### src/rtl/pn_rate_pkg.sv
package pn_rate_pkg;

    // Default rate plan: 120 master cycles per chip, 3 chips per bit
    localparam int unsigned CHIP_DIV_DEF      = 120;
    localparam int unsigned CHIPS_PER_BIT_DEF = 3;

    // Register widths and feedback tap masks (bit i set = state bit i tapped)
    localparam int unsigned DATA_W = 4;
    localparam int unsigned CODE_W = 5;
    localparam logic [DATA_W-1:0] DATA_TAPS = 4'b1100; // x^4 + x^3 + 1
    localparam logic [CODE_W-1:0] CODE_TAPS = 5'b10100; // x^5 + x^3 + 1

    // Enables produced by the divider
    typedef struct packed {
        logic chip_en;
        logic bit_en;
    } rate_en_t;

endpackage

### src/rtl/pn_rate_div.sv
module pn_rate_div
    import pn_rate_pkg::*;
#(
    parameter int unsigned CHIP_DIV      = CHIP_DIV_DEF,
    parameter int unsigned CHIPS_PER_BIT = CHIPS_PER_BIT_DEF
) (
    input  logic     clk,
    input  logic     rst,
    output rate_en_t en
);
    localparam int unsigned CW = (CHIP_DIV > 1) ? $clog2(CHIP_DIV) : 1;
    localparam int unsigned PW = (CHIPS_PER_BIT > 1) ? $clog2(CHIPS_PER_BIT) : 1;
    localparam logic [CW-1:0] CHIP_LAST = CW'(CHIP_DIV - 1);
    localparam logic [PW-1:0] PHASE_LAST = PW'(CHIPS_PER_BIT - 1);

    logic [CW-1:0] chip_cnt;
    logic [PW-1:0] phase;

    always_ff @(posedge clk) begin
        if (rst) begin
            chip_cnt <= '0;
            phase    <= '0;
        end else if (chip_cnt == CHIP_LAST) begin
            chip_cnt <= '0;
            phase    <= (phase == PHASE_LAST) ? '0 : phase + 1'b1;
        end else begin
            chip_cnt <= chip_cnt + 1'b1;
        end
    end

    always_comb begin
        en.chip_en = (chip_cnt == '0);
        en.bit_en  = (chip_cnt == '0) && (phase == '0);
    end
endmodule

### src/rtl/pn_lfsr.sv
module pn_lfsr #(
    parameter int unsigned W    = 5,
    parameter logic [W-1:0] TAPS = '1
) (
    input  logic         clk,
    input  logic         rst,
    input  logic         step,
    output logic [W-1:0] state,
    output logic         msb,
    output logic         start
);
    localparam logic [W-1:0] SEED = '1;

    logic [W-1:0] nxt;

    always_comb begin
        nxt = {state[W-2:0], ^(state & TAPS)};
    end

    always_ff @(posedge clk) begin
        if (rst) begin
            state <= SEED;
            start <= 1'b0;
        end else begin
            start <= 1'b0;
            if (state == '0) begin
                state <= SEED;
            end else if (step) begin
                state <= nxt;
                start <= (nxt == SEED);
            end
        end
    end

    assign msb = state[W-1];
endmodule

### src/rtl/pn_rate_gen.sv
module pn_rate_gen
    import pn_rate_pkg::*;
#(
    parameter int unsigned CHIP_DIV      = CHIP_DIV_DEF,
    parameter int unsigned CHIPS_PER_BIT = CHIPS_PER_BIT_DEF
) (
    input  logic              clk,
    input  logic              rst,
    output logic              data_bit,
    output logic [CODE_W-1:0] code_state,
    output logic              data_start,
    output logic              code_start
);
    rate_en_t          en;
    logic [DATA_W-1:0] data_state;
    logic              code_msb;

    pn_rate_div #(
        .CHIP_DIV      (CHIP_DIV),
        .CHIPS_PER_BIT (CHIPS_PER_BIT)
    ) u_div (
        .clk (clk),
        .rst (rst),
        .en  (en)
    );

    pn_lfsr #(
        .W    (DATA_W),
        .TAPS (DATA_TAPS)
    ) u_data (
        .clk   (clk),
        .rst   (rst),
        .step  (en.bit_en),
        .state (data_state),
        .msb   (data_bit),
        .start (data_start)
    );

    pn_lfsr #(
        .W    (CODE_W),
        .TAPS (CODE_TAPS)
    ) u_code (
        .clk   (clk),
        .rst   (rst),
        .step  (en.chip_en),
        .state (code_state),
        .msb   (code_msb),
        .start (code_start)
    );
endmodule

### config.mk
export PLATFORM = sky130hd
export DESIGN_NAME = pn_rate_gen
export DESIGN_NICKNAME = d
export VERILOG_FILES = /design/src/rtl/pn_rate_pkg.sv /design/src/rtl/pn_rate_div.sv /design/src/rtl/pn_lfsr.sv /design/src/rtl/pn_rate_gen.sv
export SDC_FILE = /design/constraint.sdc
export NUM_CORES = 1
export LEC_CHECK = 0
export ABC_AREA = 0
export BUFFER_PORTS_ARGS = -buffer_cell sky130_fd_sc_hd__buf_2
export CAP_MARGIN = 25
export CELL_PAD_IN_SITES_DETAIL_PLACEMENT = 0
export CELL_PAD_IN_SITES_GLOBAL_PLACEMENT = 1
export CORE_UTILIZATION = 42
export DETAILED_ROUTE_END_ITERATION = 8
export GPL_ROUTABILITY_DRIVEN = 0
export PLACE_DENSITY_LB_ADDON = 0.1
export SLEW_MARGIN = 20
export SYNTH_ARGS = -nofsm -noshare
export SYNTH_HDL_FRONTEND = slang
export SYNTH_SLANG_ARGS = --single-unit
### constraint.sdc
create_clock -name clk -period 2.1 [get_ports clk]
set_input_delay 0 -clock clk [delete_from_list [all_inputs] [get_ports clk]]
set_output_delay 0 -clock clk [all_outputs]
set_load 0.02 [all_outputs]
==> summary.md <==
| Metric | Value |
|---|---|
| Grt ovf | 0 |
| Pwr dens | 756 mW/mm^2 |
| Critical Path RT | 2320 ps |
| #FFs+latches synth | 20 |
| Slew at the pin closest to its max-slew limit | 543 ps |
| CP endpoint kind | flop |
| Register area share after synthesis | 44.0% |
| RSZ-0062 raised after global routing | no |
| Synthesized area | 910 um^2 |
| Total Neg Setup Slack | 0 ps |
| TritonCTS clock tree | built |
| Layout area overhead | 6.88% |
| Clk slew on worst S/H paths | 110 ps |
| Final setup margin | 307 ps |
| DRC | 0 |
| Post-Route WL | 1550 um |
| Number of max-cap violations | 0 |
| WL/cell | 11.7 um |
| Avg Cell Area, Syn | 9.10 um^2 |
| Status | completed |
| Initial core utilization | 45.4% |
| Post-CTS Resized | 0 |
| Worst Path Arrival | 2010 ps |
| Distinct cells, synth | 29 |
| Layout cells sized above 1 | 15.1% |
| # nets final | 113 |
| Largest net degree at the start of global routing | 14 |
| Leakage | 0.389 nW |
| CTS Buf Count | 3 |
| Min cycle time layout | 1790 ps |
| Final hold vios | 0 |
| Drt pass-1 iters | 4 |
| Crit path max fanout | 7 |
| Port bufs | 9 |
| Initial antenna violation count | 0 |
| FILL cells | 215 |
| Root buf cell | clkbuf_4 |
| Total track usage | 15.4% |
| Insertion delay to the later sink of the worst-skew pair | 290 ps |
| Post-place setup slack | 297 ps |
| Iter 0 DRT Violations | 18 |
| Vias | 703 |
| Startpoint types | flop |
| # setup viols final | 0 |
| FMAX | 558 MHz |
| VDD IR-drop max | 0.000369 V |
| Slew Viols, Final | 0 |
| Core ar. | 0.00200 mm^2 |
| Commonest non-fill, non-tap cell in the layout | dfxtp_1 |
| Vias in the first global route | 650 |
| Syn Nets | 105 |
| Setup bufs post-CTS | 0 |
| Reg area | 400 um^2 |
| Crit path kind | reg -> reg |
| Diode count | 0 |
| Sink Count | 20 |
| Fin crit share | 85.4% |
| Multi-input logic area | 440 um^2 |
| Yosys warning total | 0 |
| Die X | 48.5 um |
| Die Span Y | 48.5 um |
| Die ar. | 0.00236 mm^2 |
| Largest buffer count on any clock path | 2 |
| Headroom to the max-slew limit | 63.7% |
| Hold crit path type | in -> reg |
| FP Rows | 16 |
| First-pass GRT wire length | 2790 um |
| Layout Skew | 4.98 ps |
| Commonest cells after routing, fill and taps aside | dfxtp_1, nand3_1, buf_2 |
| I/O pin cnt | 10 |
| Antenna-violating nets left | 0 |
| Via density | 5.29 |
| H-tree Lvls | 1 |
| Post-detail-place hpwl | 1150 um |
| Cts hold-fix bufs | 0 |
| Post-synthesis cell count | 100 |
-- kinds of logic (layout without fill, tap and decap cells) --
kind of cell | count (synthesis) | in the layout | synth area share (%)
and+or+nand+nor | 41 | 41 | 27.2
DFF | 20 | 20 | 44.0
AOI/OAI and AO/OA | 15 | 15 | 8.80
buffers and inverters | 13 | 19 | 7.56
xor gates and xnor gates | 4 | 4 | 3.85
muxes | 4 | 4 | 4.40
adders and majority gates | 3 | 3 | 4.13
-- worst paths after layout --
check	startpoint	to	slack, ps	cells after the start
worst max-delay path	u_div.chip_cnt[3]	u_data.state[3]	310	3
worst min-delay path	rst	u_div.chip_cnt[2]	50	2
worst min register to register	u_div.chip_cnt[0]	u_div.chip_cnt[0]	470	1
worst max register to register	u_div.chip_cnt[3]	u_data.state[3]	310	3
-- state kept, by name, summed over array words and instances (netlist names) --
register        count
u_code.state        5
u_div.phase         2
u_code.start        1
u_data.state        4
u_data.start        1
u_div.chip_cnt      7
-- layer usage --
| metal | vias up | global-route usage [%] | share of wire, % |
|---|---|---|---|
| met5 | - | 0 | 0 |
| met4 | 0 | 7.35 | 0.77 |
| met3 | 2 | 3.77 | 3.5 |
| met2 | 17 | 25.1 | 48 |
| met1 | 318 | 18.9 | 48 |
| li1 | 366 | - | - |
-- cell usage after synthesis --
cell type / n / area (um^2)
inv_1: 6 / 22.5
buf_4: 5 / 37.5
nor3b_2: 1 / 12.5
nand2_1: 3 / 11.3
o21bai_1: 1 / 7.51
nor4_1: 1 / 6.26
mux2i_1: 4 / 40.0
nor2b_1: 1 / 6.26
dfxtp_1: 20 / 400
nor4_4: 1 / 21.3
o21ai_0: 8 / 40.0
buf_1: 1 / 3.75
or4_1: 3 / 22.5
nand4_1: 2 / 12.5
nor4b_1: 1 / 8.76
a21oi_1: 5 / 25.0
buf_2: 1 / 5.00
xor2_1: 2 / 17.5
nor3b_1: 1 / 7.51
nor2_1: 6 / 22.5
or3_1: 1 / 6.26
xnor2_1: 2 / 17.5
o211ai_1: 1 / 7.51
nor3_1: 6 / 30.0
nand2b_1: 2 / 12.5
nand3_1: 10 / 50.1
nand4b_1: 1 / 8.76
ha_1: 3 / 37.5
or3b_2: 1 / 8.76
-- layout make-up --
class                      instances  share of cell area (%)
clock buffer                       3                    2.32
inverter                           6                    2.32
multi-input combinational         67                    45.3
sequential                        20                    41.2
tap                               27                    3.47
timing repair buffer              10                    5.41
-- per-stage QoR --
stage                     hold slack (ps)  util [%]  std cells  instance area [um^2]  total power, mW
after CTS                            32.2      48.6        133                   972            0.747
after detailed placement              346      47.4        130                   950            0.572
after global routing                 45.6      48.6        133                   972            0.789
after global placement                343      47.4        130                   950            0.573
after floorplan                       146         -        100                   910            0.555
final                                48.2      48.6        133                   972            0.735
-- worst max-delay path, cell delays in order (launching register included) --
cell     delay (ps)
dfxtp_1         380
or4_1           660
nor4_4          440
mux2i_1         240
-- power by group --
| group | switching (mW) | internal, mW |
|---|---|---|
| registers | 0.0283 | 0.406 |
| clock network | 0.106 | 0.0666 |
| logic | 0.0735 | 0.0545 |
(Power assumes the default switching activity.)
